===== config.mk =====
export PLATFORM = sky130hd
export DESIGN_NAME = keyed_burst_tx
export DESIGN_NICKNAME = d
export VERILOG_FILES = /design/src/rtl/kbt_pkg.sv /design/src/rtl/kbt_unlock.sv /design/src/rtl/kbt_regs.sv /design/src/rtl/kbt_shifter.sv /design/src/rtl/keyed_burst_tx.sv
export SDC_FILE = /design/constraint.sdc
export NUM_CORES = 1
export LEC_CHECK = 0
export BUFFER_PORTS_ARGS = -buffer_cell sky130_fd_sc_hd__buf_2
export CAP_MARGIN = 5
export CORE_MARGIN = 5
export CORE_UTILIZATION = 59
export DETAILED_ROUTE_END_ITERATION = 10
export MAX_ROUTING_LAYER = met4
export PLACE_DENSITY = 0.8
export SETUP_SLACK_MARGIN = 0.3
export SYNTH_ARGS = -nofsm -noshare
export SYNTH_HDL_FRONTEND = slang
export SYNTH_SLANG_ARGS = --single-unit

===== constraint.sdc =====
create_clock -name clk -period 3.3 [get_ports clk]
set_input_delay 0.66 -clock clk [delete_from_list [all_inputs] [get_ports clk]]
set_output_delay 0.66 -clock clk [all_outputs]
set_load 0.05 [all_outputs]

===== src/rtl/kbt_pkg.sv =====
package kbt_pkg;
  localparam int ADDR_W     = 3;
  localparam int CNT_W      = 3;
  localparam int STATE_W    = 4;
  localparam int FRAME_BITS = 12;
  localparam int MAX_CODE   = 5;

  localparam logic [ADDR_W-1:0] ADR_CTRL  = 3'd0;
  localparam logic [ADDR_W-1:0] ADR_KEYA  = 3'd1;
  localparam logic [ADDR_W-1:0] ADR_KEYB  = 3'd2;
  localparam int                DATA_BASE = 3;

  typedef enum logic [1:0] {
    SH_IDLE = 2'd0,
    SH_WAIT = 2'd1,
    SH_SEND = 2'd2
  } sh_state_e;

  // start bit in [0], data LSB first, even parity, two stop bits on top
  function automatic logic [FRAME_BITS-1:0] make_frame(input logic [7:0] b);
    return {2'b11, ^b, b, 1'b0};
  endfunction
endpackage


===== src/rtl/kbt_unlock.sv =====
module kbt_unlock
  import kbt_pkg::*;
#(
  parameter logic [7:0] KEY_FIRST  = 8'h76,
  parameter logic [7:0] KEY_SECOND = 8'hB1
) (
  input  logic              clk,
  input  logic              rst_n,
  input  logic              reg_wr,
  input  logic              reg_rd,
  input  logic [ADDR_W-1:0] reg_addr,
  input  logic [7:0]        key_byte,
  output logic              unlocked,
  output logic              ctrl_we
);
  logic first_seen;
  logic access;
  logic hit_first;
  logic hit_second;
  logic ctrl_access;

  assign access      = reg_wr | reg_rd;
  assign hit_first   = reg_wr && (reg_addr == ADR_KEYA) && (key_byte == KEY_FIRST);
  assign hit_second  = reg_wr && (reg_addr == ADR_KEYB) && (key_byte == KEY_SECOND);
  assign ctrl_access = reg_wr && (reg_addr == ADR_CTRL);
  assign ctrl_we     = ctrl_access && unlocked;

  always_ff @(posedge clk or negedge rst_n) begin
    if (!rst_n) begin
      first_seen <= 1'b0;
      unlocked   <= 1'b0;
    end else begin
      if (access) begin
        first_seen <= hit_first;
      end
      if (ctrl_access) begin
        unlocked <= 1'b0;
      end else if (first_seen && hit_second) begin
        unlocked <= 1'b1;
      end
    end
  end
endmodule


===== src/rtl/kbt_regs.sv =====
module kbt_regs
  import kbt_pkg::*;
#(
  parameter int DATA_W   = 16,
  parameter int NUM_DATA = 3
) (
  input  logic                       clk,
  input  logic                       rst_n,
  input  logic                       reg_wr,
  input  logic [ADDR_W-1:0]          reg_addr,
  input  logic [DATA_W-1:0]          reg_wdata,
  input  logic                       ctrl_we,
  input  logic                       busy,
  input  logic [STATE_W-1:0]         state_field,
  output logic [4:0]                 ctrl_q,
  output logic [NUM_DATA*DATA_W-1:0] data_flat,
  output logic                       arm,
  output logic                       abort,
  output logic [DATA_W-1:0]          reg_rdata
);
  localparam int BYTES_PER_REG = DATA_W / 8;

  logic             soft_reset;
  logic [CNT_W-1:0] code;
  logic             code_ok;
  int               last_reg;

  assign code       = ctrl_q[4:2];
  assign code_ok    = (int'(code) <= MAX_CODE);
  assign soft_reset = ctrl_we && reg_wdata[1];
  assign abort      = ctrl_we;
  assign last_reg   = int'(code) / BYTES_PER_REG;

  always_ff @(posedge clk or negedge rst_n) begin
    if (!rst_n) begin
      ctrl_q <= '0;
    end else if (ctrl_we) begin
      if (reg_wdata[1]) begin
        ctrl_q <= '0;
      end else begin
        ctrl_q <= {reg_wdata[4:2], 1'b0, reg_wdata[0]};
      end
    end
  end

  genvar gi;
  generate
    for (gi = 0; gi < NUM_DATA; gi++) begin : g_hold
      logic hit;
      assign hit = reg_wr && (int'(reg_addr) == DATA_BASE + gi);
      always_ff @(posedge clk or negedge rst_n) begin
        if (!rst_n) begin
          data_flat[gi*DATA_W +: DATA_W] <= '0;
        end else if (soft_reset) begin
          data_flat[gi*DATA_W +: DATA_W] <= '0;
        end else if (hit && !busy) begin
          data_flat[gi*DATA_W +: DATA_W] <= reg_wdata;
        end
      end
    end
  endgenerate

  assign arm = reg_wr && !busy && ctrl_q[0] && code_ok &&
               (int'(reg_addr) == DATA_BASE + last_reg);

  always_comb begin
    reg_rdata = '0;
    if (reg_addr == ADR_CTRL) begin
      reg_rdata[4:0] = ctrl_q;
      reg_rdata[8:5] = state_field;
    end else begin
      for (int i = 0; i < NUM_DATA; i++) begin
        if (int'(reg_addr) == DATA_BASE + i) begin
          reg_rdata = data_flat[i*DATA_W +: DATA_W];
        end
      end
    end
  end
endmodule


===== src/rtl/kbt_shifter.sv =====
module kbt_shifter
  import kbt_pkg::*;
#(
  parameter int DATA_W   = 16,
  parameter int NUM_DATA = 3
) (
  input  logic                       clk,
  input  logic                       rst_n,
  input  logic                       bit_tick,
  input  logic                       arm,
  input  logic                       abort,
  input  logic [CNT_W-1:0]           code,
  input  logic [NUM_DATA*DATA_W-1:0] data_flat,
  output logic                       tx_line,
  output logic                       busy,
  output logic [STATE_W-1:0]         state_field
);
  localparam int MAX_BYTES = NUM_DATA * DATA_W / 8;

  sh_state_e             st;
  logic [CNT_W-1:0]      byte_idx;
  logic [3:0]            bit_idx;
  logic [FRAME_BITS-1:0] frame;
  logic [FRAME_BITS-1:0] next_frame;
  logic [7:0]            next_byte;
  int                    sel;

  always_comb begin
    sel       = (st == SH_WAIT) ? 0 : int'(byte_idx) + 1;
    next_byte = '0;
    for (int i = 0; i < MAX_BYTES; i++) begin
      if (sel == i) next_byte = data_flat[i*8 +: 8];
    end
    next_frame = make_frame(next_byte);
  end

  always_ff @(posedge clk or negedge rst_n) begin
    if (!rst_n) begin
      st       <= SH_IDLE;
      tx_line  <= 1'b1;
      byte_idx <= '0;
      bit_idx  <= '0;
      frame    <= '1;
    end else if (abort) begin
      st       <= SH_IDLE;
      tx_line  <= 1'b1;
      byte_idx <= '0;
      bit_idx  <= '0;
      frame    <= '1;
    end else begin
      unique case (st)
        SH_IDLE: begin
          if (arm) begin
            st       <= SH_WAIT;
            byte_idx <= '0;
          end
        end
        SH_WAIT: begin
          if (bit_tick) begin
            frame   <= next_frame;
            tx_line <= next_frame[0];
            bit_idx <= '0;
            st      <= SH_SEND;
          end
        end
        SH_SEND: begin
          if (bit_tick) begin
            if (bit_idx == 4'(FRAME_BITS - 1)) begin
              if (byte_idx == code) begin
                st       <= SH_IDLE;
                tx_line  <= 1'b1;
                byte_idx <= '0;
                bit_idx  <= '0;
              end else begin
                byte_idx <= byte_idx + 1'b1;
                frame    <= next_frame;
                tx_line  <= next_frame[0];
                bit_idx  <= '0;
              end
            end else begin
              bit_idx <= bit_idx + 1'b1;
              frame   <= {1'b1, frame[FRAME_BITS-1:1]};
              tx_line <= frame[1];
            end
          end
        end
        default: st <= SH_IDLE;
      endcase
    end
  end

  assign busy        = (st != SH_IDLE);
  assign state_field = busy ? ({1'b0, byte_idx} + 4'd1) : '0;
endmodule


===== src/rtl/keyed_burst_tx.sv =====
module keyed_burst_tx
  import kbt_pkg::*;
#(
  parameter int         DATA_W     = 16,
  parameter int         NUM_DATA   = 3,
  parameter logic [7:0] KEY_FIRST  = 8'h76,
  parameter logic [7:0] KEY_SECOND = 8'hB1
) (
  input  logic              clk,
  input  logic              rst_n,
  input  logic              reg_wr,
  input  logic              reg_rd,
  input  logic [ADDR_W-1:0] reg_addr,
  input  logic [DATA_W-1:0] reg_wdata,
  output logic [DATA_W-1:0] reg_rdata,
  input  logic              bit_tick,
  output logic              tx_line,
  output logic              tx_busy
);
  logic                       unlocked;
  logic                       ctrl_we;
  logic [4:0]                 ctrl_q;
  logic [NUM_DATA*DATA_W-1:0] data_flat;
  logic                       arm;
  logic                       abort;
  logic [STATE_W-1:0]         state_field;

  kbt_unlock #(
    .KEY_FIRST (KEY_FIRST),
    .KEY_SECOND(KEY_SECOND)
  ) u_unlock (
    .clk     (clk),
    .rst_n   (rst_n),
    .reg_wr  (reg_wr),
    .reg_rd  (reg_rd),
    .reg_addr(reg_addr),
    .key_byte(reg_wdata[7:0]),
    .unlocked(unlocked),
    .ctrl_we (ctrl_we)
  );

  kbt_regs #(
    .DATA_W  (DATA_W),
    .NUM_DATA(NUM_DATA)
  ) u_regs (
    .clk        (clk),
    .rst_n      (rst_n),
    .reg_wr     (reg_wr),
    .reg_addr   (reg_addr),
    .reg_wdata  (reg_wdata),
    .ctrl_we    (ctrl_we),
    .busy       (tx_busy),
    .state_field(state_field),
    .ctrl_q     (ctrl_q),
    .data_flat  (data_flat),
    .arm        (arm),
    .abort      (abort),
    .reg_rdata  (reg_rdata)
  );

  kbt_shifter #(
    .DATA_W  (DATA_W),
    .NUM_DATA(NUM_DATA)
  ) u_shifter (
    .clk        (clk),
    .rst_n      (rst_n),
    .bit_tick   (bit_tick),
    .arm        (arm),
    .abort      (abort),
    .code       (ctrl_q[4:2]),
    .data_flat  (data_flat),
    .tx_line    (tx_line),
    .busy       (tx_busy),
    .state_field(state_field)
  );
endmodule


==> results.ini, run 1 <==
[synthesis]
netlist_top_cells_area = dfrtp_1 (37%), nand2_1 (12%), a21oi_1 (7.1%), dfstp_2 (6.2%), o21ai_0 (3.9%)
async_flop_share_pct = 100
synth_edf_count = 0
netlist.area_leader.share_pct = 36.9
yosysTopAreaCell = dfrtp_1
syn_nets = 550
ys_seq_elements = 73
synth_flop_cell = dfrtp_1
ys_types = 51
syn-mean-instance-area_sq_um = 8.18
ys_warn_count = 0
ys_seq_area_share_pct = 43.1
synthCells = 522
syn_area_sq_um = 4270

[timing]
final.setup.tns_ps = 0
min_period_ps = 2860
slew_viol_final = 0
final_hold_viol_count = 0
rsz0062_at_grt = no
worst_pin_slew_ps = 710
setup_ws_ps = 444
slew-limit-headroom_pct = 52.6
max_freq_mhz = 350
fin_worst_skew_ps = 12.7
setup_violations = 0
finalCritPeriodShare_pct = 86.5

[pwr]
pwr-share-comb_pct = 37.8
p_sw_share_pct = 35.4
pwr-share-seq_pct = 37.4
powerDensity_nw_per_um2 = 605
intPower_mw = 1.89
cellLeakagePower_nw = 2.05
vdd_drop_max_mv = 0.318
clockPowerShare_pct = 24.8
switching_power_mw = 1.04
p_total_mw = 2.93

[setup_path]
start_kind = flop
cp_data_required_time_ps = 3570
r2r_setup_slack_ps = 440
crit_type = reg -> reg
crit-reg2reg-launch = u_shifter.byte_idx[1]
crit_path_end_kind = flop
r2r-end = u_shifter.frame[9]
cp_max_fo = 6
r2r_cells = 8
arrival_ps = 3120

[final_layout]
area_growth_pct = 13.5
drive_gt1_share_pct = 17.3
post-route-util_pct = 68.0
n_antenna_cell = 0
stdcell_area_sq_um = 4850
nNetsFinal = 584

[cts]
clock-sinks = 73
root_buffer = clkbuf_8
cts_setup_buffers = 0
clk_path_buf_depth = 2
htree_levels = 3
path_clk_slew_ps = 80
cts_tree = done
cts_made_buffers = 9
clock_latency_ps = 350

[placed_design]
place_area_sq_um = 4610
io_buffers = 41
hpwl_microns = 8710
finalWeightedCongestion = 0.940
dp_slack_ps = 329

[drt]
drt_first_pass_iters = 5
drc = 0
wl_per_cell_microns = 18.4
vias = 4032
drt-total-wl_microns = 12200
drtIter0Drc = 520
vias_per_cell = 6.11
ant_nets = 0

[status]
run_status = complete, no violations

[die]
floorplan.initialDensity_pct = 59.9
die_area_sq_um = 9040
die_w_microns = 95.1
ios = 42
rows = 31
fp.dieH_microns = 95.1
core-area_sq_um = 7140

[global_routing]
grt_pass1_wl_microns = 20200
grt.total_usage_pct = 29.9
grt_pass1_vias = 3989
grt_max_degree = 49
antenna_found_initial = 0
gr-total-overflow = 0

[job]
maxCapViolations = 0

[hold_path]
hp-class = in -> async

-- Yosys cell counts (2+ instances only) --
cell type	count
a21oi_2	2
buf_2	3
dfstp_2	10
a22o_1	2
o2bb2ai_1	5
nor2b_1	3
a21o_1	2
nand4_1	7
ha_1	4
and3b_1	2
dfrtp_1	63
o21a_1	2
o221ai_1	3
and3_1	4
and2_1	2
nor3_1	10
a21oi_1	61
nand3_1	8
o31ai_1	3
a221oi_1	2
clkbuf_1	28
o21ai_0	33
xnor2_1	10
a31oi_1	8
nand2b_1	7
mux2i_1	16
buf_1	4
inv_1	15
nor2_1	35
a211oi_1	6
nand2_1	131
or3_1	2
nand3b_1	5
o2111ai_1	7
-- how the worst max path moves through the flow --
| stage | from | to | slack [ps] | depth (start not counted) |
|---|---|---|---|---|
| 2_1_floorplan | reg_addr[0] | reg_rdata[5] | 340 | 4 |
| 3_3_place_gp | u_shifter.byte_idx[1] | u_shifter.frame[9] | 460 | 10 |
| 3_5_place_dp | u_shifter.byte_idx[1] | u_shifter.frame[9] | 330 | 10 |
| 4_1_cts | u_shifter.byte_idx[1] | u_shifter.frame[9] | 360 | 8 |
| 5_1_grt | u_shifter.byte_idx[1] | u_shifter.frame[9] | 310 | 8 |
| 6_report | u_shifter.byte_idx[1] | u_shifter.frame[9] | 440 | 8 |
-- layer usage --
layer	routed length, microns	vias up	track usage [%]
li1	-	1884	-
met1	5120	1920	39.4
met2	5840	199	47.2
met3	927	29	4.18
met4	282	0	11.3
met5	0	-	-
-- sequential cells by signal, indices dropped and copies added (netlist names) --
signal	cells
u_unlock.first_seen	1
u_shifter.frame	9
u_regs.data_flat	48
u_shifter.bit_idx	4
u_regs.ctrl_q	4
u_shifter.st	2
u_shifter.byte_idx	3
u_shifter.tx_line	1
u_unlock.unlocked	1
-- critical path, stage by stage, from the launching register on --
cell and delay (ps):
dfrtp_1 450, ha_2 250, or3b_4 410, a2111oi_4 400
a21oi_1 130, o2bb2ai_1 150, xor3_1 380, xnor3_1 400
a41oi_2 200
-- kinds of logic (layout without fill, tap and decap cells) --
| kind of cell | count (synthesis) | in the layout | synth area share [%] |
|---|---|---|---|
| AND/OR/NAND/NOR | 225 | 225 | 23.8 |
| buffers and inverters | 51 | 90 | 4.74 |
| adder cells (fa/ha/maj) | 4 | 4 | 1.17 |
| multiplexers | 16 | 16 | 3.75 |
| AO/OA/AOI/OAI | 141 | 141 | 20.4 |
| XOR/XNOR | 12 | 12 | 3.13 |
| flip-flops | 73 | 73 | 43.1 |
-- cells in the final DEF (no fill, tap or decap), types with 9 or more instances in the layout --
| cell type | n |
|---|---|
| clkbuf_8 | 11 |
| dfrtp_1 | 63 |
| buf_2 | 41 |
| buf_4 | 16 |
| xnor2_1 | 9 |
| nor3_1 | 10 |
| o21ai_0 | 20 |
| nand2_1 | 131 |
| nor2_1 | 34 |
| dfstp_2 | 10 |
| inv_1 | 15 |
| o21ai_1 | 13 |
| mux2i_1 | 16 |
| a21oi_1 | 61 |
-- power groups by stage --
| stage | sequential, mW | combinational [mW] | clock (mW) |
|---|---|---|---|
| finish | 1.10 | 1.11 | 0.728 |
| detailed placement | 1.11 | 1.07 | 0 |
| global route | 1.11 | 1.21 | 0.779 |
| CTS | 1.09 | 1.08 | 0.734 |
| global placement | 1.11 | 1.04 | 0 |
| floorplan | 1.11 | 0.819 | 0 |
-- per-stage QoR --
step	std cells	hold slack [ps]
floorplan	522	364
global placement	644	471
detailed placement	644	475
CTS	660	362
global route	660	407
finish	660	357
-- what timing repair did --
action / in CTS / in global routing
hold buffers: 0 / 0
setup endpoints to repair: 1 / 1
resized for setup: 1 / 6
pin swaps: 0 / 2
-- layout make-up --
| type | count | area, sq um |
|---|---|---|
| clock inverter | 3 | 40.0 |
| inverter | 15 | 56.3 |
| timing repair buffer | 59 | 365 |
| clock buffer | 13 | 159 |
| sequential | 73 | 1840 |
| fill | 642 | 2290 |
| tap | 99 | 124 |
| multi-input combinational | 398 | 2270 |
Note: power is estimated with default switching activity, not from simulation.
==> run 2, diff against run 1 <==
- CORE_UTILIZATION: 59 -> 60
- CTS_CLUSTER_DIAMETER: unset -> 50
- SYNTH_HIERARCHICAL: unset -> 1
==> run 2 against run 1 <==
Effect of this change: register-to-register slack got worse by 120 ps; design area grew 4.4%; via count grew 1.1%; critical path depth rose by 2; maximum frequency fell by 4.2%; hold slack better by 130 ps; synthesized area rose by 7.2%; clock skew shrank 1.6 ps; largest power group unchanged; non-clock buffer count is 4 lower.
==> results.ini, run 2 <==
[timing]
rsz0062_at_grt = yes
final_hold_viol_count = 0
final.setup.tns_ps = 0
setup_violations = 0
slew_viol_final = 0
min_period_ps = 2980
worst_pin_slew_ps = 924
max_freq_mhz = 336
finalCritPeriodShare_pct = 90.3
slew-limit-headroom_pct = 38.4
hold_slack_ps = 488
fin_worst_skew_ps = 11.1

[placed_design]
place_area_sq_um = 4860
dpl.cell_count = 620
io_buffers = 41
finalWeightedCongestion = 1.05
hpwl_microns = 8930

[drt]
drt_first_pass_iters = 7
drtIter0Drc = 415
vias_per_cell = 6.41
ant_nets = 0
wl_per_cell_microns = 19.9
vias = 4077
drt-total-wl_microns = 12600
drc = 0

[pwr]
pwr-share-comb_pct = 49.5
clockPowerShare_pct = 16.9
cellLeakagePower_nw = 2.45
vdd_drop_max_mv = 0.420
p_sw_share_pct = 42.3
intPower_mw = 2.42
switching_power_mw = 1.77
pwr-share-seq_pct = 33.7
powerDensity_nw_per_um2 = 828
p_total_mw = 4.19

[cts]
holdBufCountCts = 0
clock_latency_ps = 350
clock-sinks = 73
path_clk_slew_ps = 70
clk_path_buf_depth = 2
root_buffer = clkbuf_8
cts_made_buffers = 9
htree_levels = 3
cts_tree = done

[synthesis]
syn-mean-instance-area_sq_um = 9.19
syn_area_sq_um = 4580
ys_warn_count = 6
syn_nets = 526
synthCells = 498

[setup_path]
crit_type = reg -> reg
cpPeakStageDelay_ps = 460
arrival_ps = 3260
cp_max_fo = 13
crit_chain = ha_2 > buf_4 > nand2b_1 > a21oi_1 > o211a_1 > a221oi_1 > a2bb2oi_1 > xor2_1 > xnor3_1 > o22a_1
crit_path_end_kind = flop
start_kind = flop
critPathSlowestCell = dfrtp_2
cp_data_required_time_ps = 3580

[global_routing]
grt_pass1_vias = 4089
use_met2_pct = 41.9
grt.total_usage_pct = 27.8
gr-total-overflow = 0
met1_usage_pct = 37.5
grt_pass1_wl_microns = 20800
grt_max_degree = 74
grtUsageMet3_pct = 4.67
busiest_layer = met2
antenna_found_initial = 0

[final_layout]
stdcell_area_sq_um = 5060
n_antenna_cell = 0
nNetsFinal = 560
num-fill-cells = 570
drive_gt1_share_pct = 17.9
area_growth_pct = 10.6
layout_common_cells = nand2_1 (88), mux2i_1 (62), dfrtp_1 (62)
regMostFlops = u_regs/data_flat
final_common_cell = nand2_1
top_regs = u_regs/data_flat (48), u_shifter/frame (9)
largest_register_ffs = 48
final_cell_count_no_fill = 636

[status]
run_status = complete, no violations

[hold_path]
hp-class = reg -> reg

[die]
die_area_sq_um = 9480
rows = 31
fp.dieH_microns = 97.4
ios = 42
core-area_sq_um = 7330
die_w_microns = 97.4
floorplan.initialDensity_pct = 62.5

[job]
maxCapViolations = 0

run 2: cell types whose count changed in the layout (fill, tap and decap cells not counted), sizes merged, moves of 8 or more:
cell	previous run	this run
mux2i	16	62
nand2	131	91
a21oi	63	26
o22ai	0	12
a22oi	1	11
o21ai	33	25
run 2: timing repair:
action	CTS	global route
resized for setup	0	4
hold endpoints to repair	0	0
setup endpoints to repair	0	5
setup buffers	0	0
run 2: critical path: cells and delay by family (launching register included):
kind                     cells  cell delay (ps)
buffers and inverters        1              220
adder cells (fa/ha/maj)      1              440
AO/OA/AOI/OAI                5             1080
XOR/XNOR                     2              550
AND/OR/NAND/NOR              1              170
flip-flops                   1              460
run 2: power groups by stage:
stage / logic (mW) / registers, mW / clock network [mW]
2_1_floorplan: 1.57 / 1.33 / 0
4_1_cts: 2.02 / 1.40 / 0.715
3_5_place_dp: 2.01 / 1.42 / 0
3_3_place_gp: 1.96 / 1.41 / 0
6_report: 2.07 / 1.41 / 0.708
5_1_grt: 2.26 / 1.44 / 0.764
run 2: final cells by class:
cell class	instances	area (sq um)	share of cell area [%]
Clock inverter	6	57.6	1.14
Multi-Input combinational cell	378	2520	49.8
Timing Repair Buffer	55	325	6.43
Inverter	15	56.3	1.11
Tap cell	99	124	2.45
Sequential cell	73	1840	36.4
Clock buffer	10	138	2.72
run 2: worst paths after layout:
check / startpoint / endpoint / slack, ps / depth (start not counted)
max: u_shifter/byte_idx[1] / u_shifter/frame[9] / 320 / 10
min: u_shifter/bit_idx[3] / u_shifter/bit_idx[3] / 490 / 1
max reg2reg: u_shifter/byte_idx[1] / u_shifter/frame[9] / 320 / 10
min reg2reg: u_shifter/bit_idx[3] / u_shifter/bit_idx[3] / 490 / 1
max in group asynchronous: rst_n / u_shifter/byte_idx[1] / 2140 / 2
min in group asynchronous: rst_n / u_shifter/bit_idx[1] / 520 / 2
run 2: layer usage:
layer / up-vias / wire length [microns]
met1: 1964 / 5490
met5: - / 0
met3: 42 / 925
li1: 1860 / -
met4: 0 / 378
met2: 211 / 5830
run 2: through the flow:
step | worst slack [ps] | utilization [%]
floorplan | 478 | -
global placement | 449 | 66.3
detailed placement | 333 | 66.3
CTS | 324 | 68.9
global route | 183 | 69.1
finish | 319 | 69.1
